<file path="config.mk">
export PLATFORM = sky130hd
export DESIGN_NAME = isp_host_seq
export DESIGN_NICKNAME = d
export VERILOG_FILES = /design/src/rtl/isp_host_seq.sv
export SDC_FILE = /design/constraint.sdc
export NUM_CORES = 1
export LEC_CHECK = 0
export ABC_CLOCK_PERIOD_IN_PS = 7400
export CORE_UTILIZATION = 46
export DETAILED_ROUTE_END_ITERATION = 8
export GPL_TIMING_DRIVEN = 0
export PLACE_DENSITY_LB_ADDON = 0.1
export SETUP_SLACK_MARGIN = 0.2
export SYNTH_ARGS = -nofsm -noshare
export SYNTH_HDL_FRONTEND = slang
export SYNTH_SLANG_ARGS = --single-unit
export TNS_END_PERCENT = 1
</file>
<file path="constraint.sdc">
create_clock -name clk -period 7.4 [get_ports clk]
set_input_delay 1.11 -clock clk [delete_from_list [all_inputs] [get_ports clk]]
set_output_delay 1.11 -clock clk [all_outputs]
set_load 0.005 [all_outputs]
</file>
<file path="src/rtl/isp_host_seq.sv">
module isp_host_seq #(
  parameter int unsigned SCK_LO    = 4,
  parameter int unsigned SCK_HI    = 8,
  parameter int unsigned RST_PULSE = 64,
  parameter int unsigned T_PWRUP   = 4_000_000,
  parameter int unsigned T_ERASE   = 3_600_000,
  parameter int unsigned T_WPROG   = 1_800_000,
  parameter int unsigned POLL_MAX  = 64,
  parameter int unsigned TMR_W     = 32
) (
  input  logic       clk,
  input  logic       rst_n,
  input  logic       start,
  input  logic       erase_en,
  output logic       busy,
  output logic       done,
  output logic       err,
  output logic [1:0] err_code,
  output logic       img_req,
  input  logic       img_ack,
  input  logic       img_end,
  input  logic       img_eeprom,
  input  logic       img_hi,
  input  logic [8:0] img_addr,
  input  logic [7:0] img_data,
  output logic       tgt_rst,
  output logic       tgt_sck,
  output logic       tgt_mosi,
  input  logic       tgt_miso
);
  localparam int unsigned PH_MAX = (SCK_LO > SCK_HI) ? SCK_LO : SCK_HI;
  localparam int unsigned PH_W   = $clog2(PH_MAX + 1);
  localparam int unsigned PC_W   = $clog2(POLL_MAX + 1);

  typedef enum logic [3:0] {
    S_IDLE, S_RPUL, S_PWAIT, S_XFER, S_AEN, S_EWAIT, S_FETCH,
    S_AWR, S_WWAIT, S_APOLL, S_AVER, S_DONE, S_ERR
  } st_t;

  st_t st, ret;

  // serial frame engine
  logic            ld, fin, act, ph_hi;
  logic [31:0]     ld_w, sh;
  logic [4:0]      bitn;
  logic [PH_W-1:0] pc;
  logic [7:0]      rx;

  always_ff @(posedge clk or negedge rst_n) begin
    if (!rst_n) begin
      sh <= '0; bitn <= '0; ph_hi <= 1'b0; act <= 1'b0;
      fin <= 1'b0; pc <= '0; rx <= '0;
    end else begin
      fin <= 1'b0;
      if (ld) begin
        sh <= ld_w; bitn <= '0; ph_hi <= 1'b0; pc <= '0; act <= 1'b1;
      end else if (act) begin
        if (!ph_hi) begin
          if (pc == PH_W'(SCK_LO - 1)) begin
            ph_hi <= 1'b1;
            pc    <= '0;
            rx    <= {rx[6:0], tgt_miso};
          end else pc <= pc + 1'b1;
        end else if (pc == PH_W'(SCK_HI - 1)) begin
          ph_hi <= 1'b0;
          pc    <= '0;
          sh    <= {sh[30:0], 1'b0};
          bitn  <= bitn + 1'b1;
          if (bitn == 5'd31) begin
            act <= 1'b0;
            fin <= 1'b1;
          end
        end else pc <= pc + 1'b1;
      end
    end
  end

  assign tgt_sck  = act & ph_hi;
  assign tgt_mosi = act & sh[31];

  // sequencer
  logic [TMR_W-1:0] tmr;
  logic [PC_W-1:0]  polls;
  logic             do_er, erased, cur_ee, cur_hi, fixed_w;
  logic [8:0]       cur_a;
  logic [7:0]       cur_d;

  assign fixed_w = cur_ee ? (cur_d == 8'h00 || cur_d == 8'hFF) : (cur_d == 8'hFF);

  function automatic logic [31:0] rd_word(input logic ee, input logic hi, input logic [8:0] a);
    return ee ? {8'hA0, 8'h00, 2'b00, a[5:0], 8'h00}
              : {4'b0010, hi, 3'b000, 7'd0, a[8], a[7:0], 8'h00};
  endfunction

  function automatic logic [31:0] wr_word(input logic ee, input logic hi, input logic [8:0] a,
                                          input logic [7:0] d);
    return ee ? {8'hC0, 8'h00, 2'b00, a[5:0], d}
              : {4'b0100, hi, 3'b000, 7'd0, a[8], a[7:0], d};
  endfunction

  always_ff @(posedge clk or negedge rst_n) begin
    if (!rst_n) begin
      st <= S_IDLE; ret <= S_IDLE; tmr <= '0; polls <= '0;
      do_er <= 1'b0; erased <= 1'b0; cur_ee <= 1'b0; cur_hi <= 1'b0;
      cur_a <= '0; cur_d <= '0; ld <= 1'b0; ld_w <= '0; err_code <= '0;
    end else begin
      ld <= 1'b0;
      case (st)
        S_IDLE, S_DONE, S_ERR:
          if (start) begin
            do_er    <= erase_en;
            erased   <= 1'b0;
            err_code <= '0;
            tmr      <= '0;
            st       <= S_RPUL;
          end
        S_RPUL:
          if (tmr == TMR_W'(RST_PULSE - 1)) begin
            tmr <= '0;
            st  <= S_PWAIT;
          end else tmr <= tmr + 1'b1;
        S_PWAIT:
          if (tmr == TMR_W'(T_PWRUP - 1)) begin
            tmr  <= '0;
            ld   <= 1'b1;
            ld_w <= 32'hAC53_0000;
            ret  <= S_AEN;
            st   <= S_XFER;
          end else tmr <= tmr + 1'b1;
        S_XFER:
          if (fin) st <= ret;
        S_AEN:
          if (do_er && !erased) begin
            ld   <= 1'b1;
            ld_w <= 32'hAC80_0000;
            ret  <= S_EWAIT;
            st   <= S_XFER;
          end else st <= S_FETCH;
        S_EWAIT:
          if (tmr == TMR_W'(T_ERASE - 1)) begin
            tmr    <= '0;
            erased <= 1'b1;
            st     <= S_RPUL;
          end else tmr <= tmr + 1'b1;
        S_FETCH:
          if (img_ack) begin
            if (img_end) st <= S_DONE;
            else begin
              cur_ee <= img_eeprom;
              cur_hi <= img_hi;
              cur_a  <= img_addr;
              cur_d  <= img_data;
              if (!(erased && img_data == 8'hFF)) begin
                ld   <= 1'b1;
                ld_w <= wr_word(img_eeprom, img_hi, img_addr, img_data);
                ret  <= S_AWR;
                st   <= S_XFER;
              end
            end
          end
        S_AWR: begin
          tmr <= '0;
          if (fixed_w) st <= S_WWAIT;
          else begin
            polls <= PC_W'(1);
            ld    <= 1'b1;
            ld_w  <= rd_word(cur_ee, cur_hi, cur_a);
            ret   <= S_APOLL;
            st    <= S_XFER;
          end
        end
        S_WWAIT:
          if (tmr == TMR_W'(T_WPROG - 1)) begin
            tmr  <= '0;
            ld   <= 1'b1;
            ld_w <= rd_word(cur_ee, cur_hi, cur_a);
            ret  <= S_AVER;
            st   <= S_XFER;
          end else tmr <= tmr + 1'b1;
        S_APOLL:
          if (rx == cur_d) begin
            ld   <= 1'b1;
            ld_w <= rd_word(cur_ee, cur_hi, cur_a);
            ret  <= S_AVER;
            st   <= S_XFER;
          end else if (polls == PC_W'(POLL_MAX)) begin
            err_code <= 2'd1;
            st       <= S_ERR;
          end else begin
            polls <= polls + 1'b1;
            ld    <= 1'b1;
            ld_w  <= rd_word(cur_ee, cur_hi, cur_a);
            ret   <= S_APOLL;
            st    <= S_XFER;
          end
        S_AVER:
          if (rx == cur_d) st <= S_FETCH;
          else begin
            err_code <= 2'd2;
            st       <= S_ERR;
          end
        default: st <= S_IDLE;
      endcase
    end
  end

  assign tgt_rst = (st == S_RPUL) || (st == S_DONE);
  assign img_req = (st == S_FETCH);
  assign done    = (st == S_DONE);
  assign err     = (st == S_ERR);
  assign busy    = !(st == S_IDLE || st == S_DONE || st == S_ERR);
endmodule

</file>
# Word level (Yosys, flattened, before mapping)
# Cells that the tools add are included.
[totals]
reg_bits = 155
latch_bits = 0
mem_bits_rw = 0
rom_bits = 0
input_bits = 26
output_inout_bits = 9
elab_cells = 192
memories = 0
[classes]
n_addsub = 4
n_mul = 0
div_mod_pow = 0
magnitude_cmp = 0
n_eq_ne = 40
shifts = 0
muxes = 94
bitwise = 5
reduce_logical = 29
[ops]
columns = ["operator", "n"]
rows = [
  ["2-to-1 mux 32 bit", 20],
  ["case mux 32 bit (6 select lines)", 2],
  ["2-to-1 mux 4 bit", 27],
  ["== test 32 x 22 -> 1 bit (second input constant)", 2],
  ["case mux 4 bit (11 select lines)", 1],
  ["adder 32 x 1 -> 32 bit (second input constant)", 1],
  ["== test 32 x 21 -> 1 bit (second input constant)", 1],
  ["== test 32 x 6 -> 1 bit (second input constant)", 1],
  ["!= test 2 bit (second input constant)", 14],
  ["2-to-1 mux 1 bit", 27],
  ["case mux 4 bit (6 select lines)", 1],
  ["2-to-1 mux 7 bit", 3],
  ["== test 4 x 3 -> 1 bit (second input constant)", 5],
  ["== test 4 bit (second input constant)", 5],
  ["2-to-1 mux 5 bit", 4],
  ["== test 8 bit (second input constant)", 2],
  ["case mux 7 bit (2 select lines)", 1],
  ["== test 4 x 2 -> 1 bit (second input constant)", 3],
  ["nonzero test 6 bit", 2],
  ["nonzero test 2 bit", 5],
  ["AND reduction 3 bit", 3],
  ["AND reduction 9 bit", 1],
  ["== test 8 bit", 1],
  ["logical NOT 8 bit", 1],
  ["25 further kinds", 39],
]

# Longest topological paths before layout
# Gate-level depths: netlist of the first run.
[logic_depth]
word_depth = 6
depth_mapped = 10
depth_no_buf = 8

# Worst setup path before layout of the first run
# No wires, ideal clock.
[synth_path]
path_kind = "input to register"
start = "input start"
end = "register tmr[25]"
setup_time_ps = 119
t_arrival_ps = 2586
required_time_ps = 7281
slack_ps = 4695
path_stages = 7
n_path_buf = 1
path_cell_list = "clkbuf_1 nand3_1 a221oi_1 a221oi_1 or4_1 xnor2_1 o21a_1"
[synth_via]
elab_chain_cells = 2
[synth_lines]
columns = ["item", "line_no", "source"]
rows = [
  ["start: declaration", "13", "input logic start,"],
  ["!= test 2 bit (no source line)", "n/a", ""],
  ["AND reduction 2 bit (no source line)", "n/a", ""],
  ["end signal: assignment", "121", "end else tmr <= tmr + 1'b1;"],
  ["end signal: assignment", "129", "end else tmr <= tmr + 1'b1;"],
  ["end signal: assignment", "144", "end else tmr <= tmr + 1'b1;"],
  ["end: declaration", "82", "logic [TMR_W-1:0] tmr;"],
]
# Every way passes these cells.
# A chain may end at the register's enable or synchronous reset.

# Final worst setup path of the first run
[layout_path]
start = "register st[0]"
end = "output tgt_rst"
[layout_via]
elab_chain_cells = 2
[layout_lines]
columns = ["item", "line_no", "source"]
rows = [
  ["start: declaration", "40", "st_t st, ret;"],
  ["start signal: assignment", "131", "if (fin) st <= ret;"],
  ["== test 4 x 1 -> 1 bit or == test 4 bit (tied branches)", "207", "assign tgt_rst = (st == S_RPUL) || (st == S_DONE);"],
  ["logical OR 1 bit (*)", "207", ""],
  ["end: declaration", "26", "output logic tgt_rst,"],
]
# Mark *: on every way between the ends. The rest lies on a longest branch, timed or not.

==> impl_metrics.py, run 1 <==
metrics = {
    "clock_network": {
        "clk_pin_slew_ps": 70,
        "ctsHtreeMaxLevel": 4,
        "cts_hold_buffers": 0,
        "clock_latency_ps": 420,
        "cts_buffers": 17,
        "cts_tree": "built",
        "clock-sinks": 147,
        "root_buffer": "clkbuf_16",
        "cts_max_path_buffers": 2,
        "ctsResizeCount": 0,
        "cts_setup_buffers": 0,
    },
    "synthesis": {
        "syn_nets": 842,
        "yosysWarnings": 0,
        "synth_edf_count": 0,
        "ys_types": 76,
        "async_flop_share_pct": 100,
        "synth_seq_area_share_pct": 46.7,
        "synthFlopType": "dfrtp_1",
        "synth-seq-cells": 147,
        "synthCells": 810,
        "synth_area_per_cell_um2": 9.73,
        "netlist_area_mm2": 0.00788,
    },
    "sta": {
        "slew_headroom_pct": 13.4,
        "hold_viol_final": 0,
        "rsz0062_at_grt": "no",
        "timing.final.crit_share_pct": 49.6,
        "worst_slew_pin_slew_ps": 1300,
        "finalMaxSlewViolations": 0,
        "finalSetupTns_ps": 0,
        "timing.fmax_ghz": 0.272,
        "finClkSkew_ps": 6.40,
        "period_needed_ps": 3670,
        "setup_viol": 0,
    },
    "critical_path": {
        "required_ps": 6290,
        "cp-end-kind": "output port",
        "slowest_stage": "clkdlybuf4s50_1",
        "path_buf_inv": 3,
        "arrival_ps": 2560,
        "critical-path-top-delay-family": "buffers and inverters",
        "worst_setup_path_start_kind": "flip-flop",
        "path_cells": "buf_2, clkinv_1, nor2_1, nand2_1, o21ai_0, clkdlybuf4s50_1",
        "crit_type": "reg -> out",
        "max_stage_delay_ps": 560,
        "critPathMaxFanout": 10,
    },
    "floorplanning": {
        "initial_core_util_pct": 47.3,
        "dieArea_mm2": 0.0177,
        "coreArea_mm2": 0.0166,
        "die_h_um": 133,
        "rows": 47,
        "die_w_um": 133,
        "ios": 35,
    },
    "final_layout": {
        "final.fill_count": 1499,
        "area_growth_pct": 15.9,
        "finalNetCount": 895,
        "stdcell_area_mm2": 0.00913,
        "drive_gt1_share_pct": 12.9,
        "final_cells": 1097,
    },
    "routing": {
        "routed_via_density": 5.92,
        "vias": 6493,
        "ant_nets": 0,
        "drc": 0,
        "avgRoutedWirePerCell_um": 17.7,
        "first_pass_iters": 5,
        "drt_iter0_markers": 588,
        "drt_wl_total_um": 19400,
    },
    "grt": {
        "grt_util_all_layers_pct": 23.7,
        "grt_start_max_net_pins": 79,
        "grt_pass1_wl_um": 33300,
        "grt_pass1_vias": 6448,
        "antenna_found_initial": 1,
        "grt-ovfl-total": 0,
    },
    "pwr": {
        "power_mw": 1.75,
        "intPower_mw": 1.33,
        "p_leak_nw": 3.74,
        "p_sw_uw": 410,
        "p_seq_share_pct": 46.2,
        "p_clk_share_pct": 51.5,
        "power.density_mw_per_mm2": 191,
        "peakVddDrop_uv": 164,
        "comb_power_share_pct": 2.3,
        "switching_share_pct": 23.5,
    },
    "placed_design": {
        "dp.cells": 1064,
        "portBuffers": 33,
        "gp_congestion": 0.903,
        "placed_area_mm2": 0.00851,
        "place_hpwl_um": 13800,
    },
    "worst_hold_path": {
        "hold_path.class": "reg -> reg",
    },
    "outcome": {
        "outcome": "completed",
    },
    "flow_run": {
        "maxCapViolCount": 0,
    },
}
[worst min-delay path: stages, from the launching register on]
cell and delay, ps:
dfrtp_1 340, nand2_1 50, o21ai_0 60
[cells in the final DEF, fill, tap and decap left out, types with 19 or more instances in the layout]
cell               n
nand2_1          115
clkbuf_1          28
nor3_1            19
nor2_1            46
o21ai_0           64
a22o_1            19
mux2i_1           26
inv_1             23
mux2_2            39
dfrtp_1          147
clkdlybuf4s50_1   32
[power by group through the flow]
stage	registers, mW	clock network [mW]	logic (mW)
finish	0.806	0.898	0.0404
global route	0.806	0.954	0.0459
CTS	0.806	0.919	0.0419
detailed placement	0.822	0	0.0419
global placement	0.822	0	0.0393
floorplan	0.821	0	0.00617
[path summary, 6_finish.rpt]
path                            startpoint       to  slack, ps  cells past startpoint
min in group asynchronous            rst_n    sh[9]        680                      1
worst max-delay path                 st[0]  tgt_rst       3730                      6
worst min-delay path               ld_w[0]    sh[0]        480                      2
max in group asynchronous            rst_n   tmr[4]       5920                      2
worst min register to register     ld_w[0]    sh[0]        480                      2
worst max register to register       st[0]  tmr[19]       4520                      6
[cell type report]
type	count	area, um2	area share (%)
clock buffers	17	425	4.66
inverters	24	90.1	0.987
repair buffers	34	359	3.93
diodes	1	2.50	0.0274
clock inverters	15	188	2.06
flip-flops and latches	147	3680	40.3
plain buffers	48	219	2.40
multi-input cells	591	3890	42.6
well taps	220	275	3.02
[cell families after synthesis]
kind of cell	after synthesis	synth area share, %
mux	74	10.7
fa+ha+maj	6	0.953
xor+xnor	13	1.45
compound gates	178	14.9
simple gates	320	21.4
flops	147	46.7
buf+inv	72	3.92
[layer usage]
layer	vias up	GRT usage, %	part of all wire (%)
li1	3047	-	-
met1	3212	33.4	46
met2	204	36.2	46
met3	30	5.13	5.9
met4	0	7.66	1.6
met5	-	0	0
[flip-flops by register name, indices dropped and copies added, names as in the netlist, 2 cells and up]
signal	flops
ret	4
rx	8
cur_d	8
err_code	2
tmr	32
pc	4
st	4
bitn	5
polls	7
ld_w	24
sh	32
cur_a	9
[metrics by stage]
stage	utilization [%]	hold slack [ps]	worst slack, ps
detailed placement	51.2	472	3940
global route	54.8	518	3570
global placement	51.0	467	-677
CTS	54.8	486	3780
finish	54.9	483	3730
floorplan	-	444	4700
[cell usage after synthesis, drive strengths merged, types with 7 or more instances]
cell type / instances / area [um2]
dfrtp: 147 / 3680
nand2: 116 / 443
o21ai: 66 / 342
mux2: 47 / 559
nor2: 46 / 173
clkbuf: 29 / 110
mux2i: 26 / 260
inv: 23 / 86.3
nor3: 20 / 105
a22o: 19 / 166
buf: 19 / 109
nand4: 18 / 128
nand3: 17 / 85.1
nor2b: 17 / 106
o22ai: 17 / 106
nor4: 16 / 113
o211ai: 16 / 120
a21oi: 15 / 75.1
and2: 11 / 68.8
xnor2: 10 / 87.6
and3: 9 / 62.6
nand2b: 9 / 56.3
or3: 9 / 56.3
and4: 7 / 61.3
No activity file was read; power rests on OpenSTA's default activity.
==> run 2: changes to the inputs <==
Settings changed: ABC_CLOCK_PERIOD_IN_PS 7400 to 3300.
Clock period 7.4 ns to 3.3 ns, I/O delays scaled along.
==> impl_metrics.py, run 2 (synthesis results as in run 1) <==
metrics = {
    "outcome": {
        "outcome": "completed",
    },
    "critical_path": {
        "cp-end-kind": "output port",
        "reg2reg_slack_ps": 430,
        "r2r-start": "st[0]",
        "arrival_ps": 2420,
        "required_ps": 2800,
        "crit_type": "reg -> out",
        "r2r_cells": 6,
        "critPathMaxFanout": 10,
        "reg2reg_to": "tmr[15]",
        "worst_setup_path_start_kind": "flip-flop",
    },
    "floorplanning": {
        "die_w_um": 133,
        "coreArea_mm2": 0.0166,
        "dieArea_mm2": 0.0177,
        "rows": 47,
        "ios": 35,
        "initial_core_util_pct": 47.3,
        "die_h_um": 133,
    },
    "pwr": {
        "power.density_mw_per_mm2": 429,
        "switching_share_pct": 23.7,
        "p_sw_uw": 928,
        "power_mw": 3.92,
        "p_clk_share_pct": 51.6,
        "p_seq_share_pct": 46.1,
        "peakVddDrop_uv": 368,
        "p_leak_nw": 3.74,
        "comb_power_share_pct": 2.3,
        "intPower_mw": 2.99,
    },
    "clock_network": {
        "cts_max_path_buffers": 2,
        "ctsHtreeMaxLevel": 4,
        "root_buffer": "clkbuf_16",
        "cts_hold_buffers": 0,
        "clk_pin_slew_ps": 70,
        "cts_tree": "built",
        "clock-sinks": 147,
        "clock_latency_ps": 430,
        "cts_buffers": 17,
    },
    "final_layout": {
        "final_cell_mix": "147 x dfrtp_1, 115 x nand2_1, 64 x o21ai_0",
        "layout_commonest_cell": "dfrtp_1",
        "multi_input_area_mm2": 0.00389,
        "top_regs": "sh: 32 flops, tmr: 32 flops, ld_w: 24 flops",
        "drive_gt1_share_pct": 13.0,
        "area_growth_pct": 15.9,
        "final_util_pct": 54.9,
        "finalNetCount": 895,
        "seqCellArea_mm2": 0.00368,
        "final.fill_count": 1498,
    },
    "sta": {
        "hold_viol_final": 0,
        "finClkSkew_ps": 7.81,
        "timing.final.crit_share_pct": 88.2,
        "slew_headroom_pct": 12.4,
        "period_needed_ps": 2910,
        "timing.fmax_ghz": 0.343,
        "setup_viol": 0,
        "finalMaxSlewViolations": 0,
        "rsz0062_at_grt": "yes",
        "worst_slew_pin_slew_ps": 1310,
    },
    "routing": {
        "first_pass_iters": 5,
        "drt_iter0_markers": 590,
        "ant_nets": 0,
        "avgRoutedWirePerCell_um": 17.7,
        "drc": 0,
        "vias": 6443,
        "routed_via_density": 5.87,
        "drt_wl_total_um": 19400,
    },
    "placed_design": {
        "portBuffers": 33,
        "gp_congestion": 0.903,
        "place_hpwl_um": 13800,
    },
    "grt": {
        "grt_util_all_layers_pct": 23.7,
        "grt_pass1_wl_um": 33300,
        "grt_pass1_vias": 6448,
        "grt-ovfl-total": 0,
        "antenna_found_initial": 1,
        "grt_start_max_net_pins": 79,
    },
    "worst_hold_path": {
        "hold_path.class": "in -> async",
    },
    "flow_run": {
        "maxCapViolCount": 0,
    },
}
==> run 2: cell count changes in the layout (fill, tap and decap cells not counted) <==
cell | previous run | this run
nor2_2 | 0 | 1
nor2_1 | 46 | 45
==> run 2: layer usage <==
metal / routed length, um / up-vias / global-route usage (%)
met4: 281 / 0 / 7.66
met3: 1000 / 28 / 5.13
met5: 0 / - / 0
li1: - / 3049 / -
met2: 8890 / 175 / 36.2
met1: 9200 / 3191 / 33.4
==> run 2: what timing repair did <==
action | CTS | global route
setup buffers | 0 | 0
hold endpoints to repair | 0 | 0
gates resized for setup | 0 | 1
setup endpoints to repair | 0 | 5
==> run 2: worst max path at each step <==
| stage | from | to | slack (ps) |
|---|---|---|---|
| 2_1_floorplan | tmr[0] | ld_w[13] | 940 |
| 3_3_place_gp | rst_n | tmr[3] | -4160 |
| 3_5_place_dp | start | tmr[15] | 460 |
| 4_1_cts | st[0] | tgt_rst | 290 |
| 5_1_grt | st[0] | tmr[15] | 180 |
| 6_report | st[0] | tgt_rst | 390 |
==> run 2: final cells by class <==
| class | instances | area share, % |
|---|---|---|
| multi-input combinational | 591 | 42.6 |
| sequential | 147 | 40.3 |
| antenna | 1 | 0.0274 |
| tap | 220 | 3.01 |
| buffer | 48 | 2.40 |
| inverter | 24 | 0.987 |
| timing repair buffer | 34 | 3.93 |
| clock buffer | 17 | 4.66 |
| clock inverter | 15 | 2.06 |
==> run 2: per-stage QoR <==
step / cell area, um2 / hold slack (ps) / setup slack, ps / std cells / TNS [ps]
global route: 9130 / 111 / 185 / 1096 / 0
global placement: 8480 / 467 / -4160 / 1063 / -610220
CTS: 9130 / 91.3 / 294 / 1096 / 0
detailed placement: 8510 / 472 / 458 / 1064 / 0
floorplan: 7880 / 199 / 936 / 810 / 0
finish: 9130 / 64.3 / 389 / 1097 / 0
==> run 2: power groups by stage <==
stage                     logic [mW]  registers, mW  clock network (mW)
after floorplan               0.0138           1.84                   0
after global placement        0.0881           1.84                   0
after detailed placement      0.0940           1.84                   0
after CTS                     0.0940           1.81                2.06
after global routing           0.103           1.81                2.14
final                         0.0910           1.81                2.02
==> run 2: worst max-delay path, cell delays in order (launching register included) <==
cell and delay (ps):
dfrtp_1 380, buf_2 220, clkinv_1 280, nor2_2 290, nand2_1 140, o21ai_0 120, clkdlybuf4s50_1 560
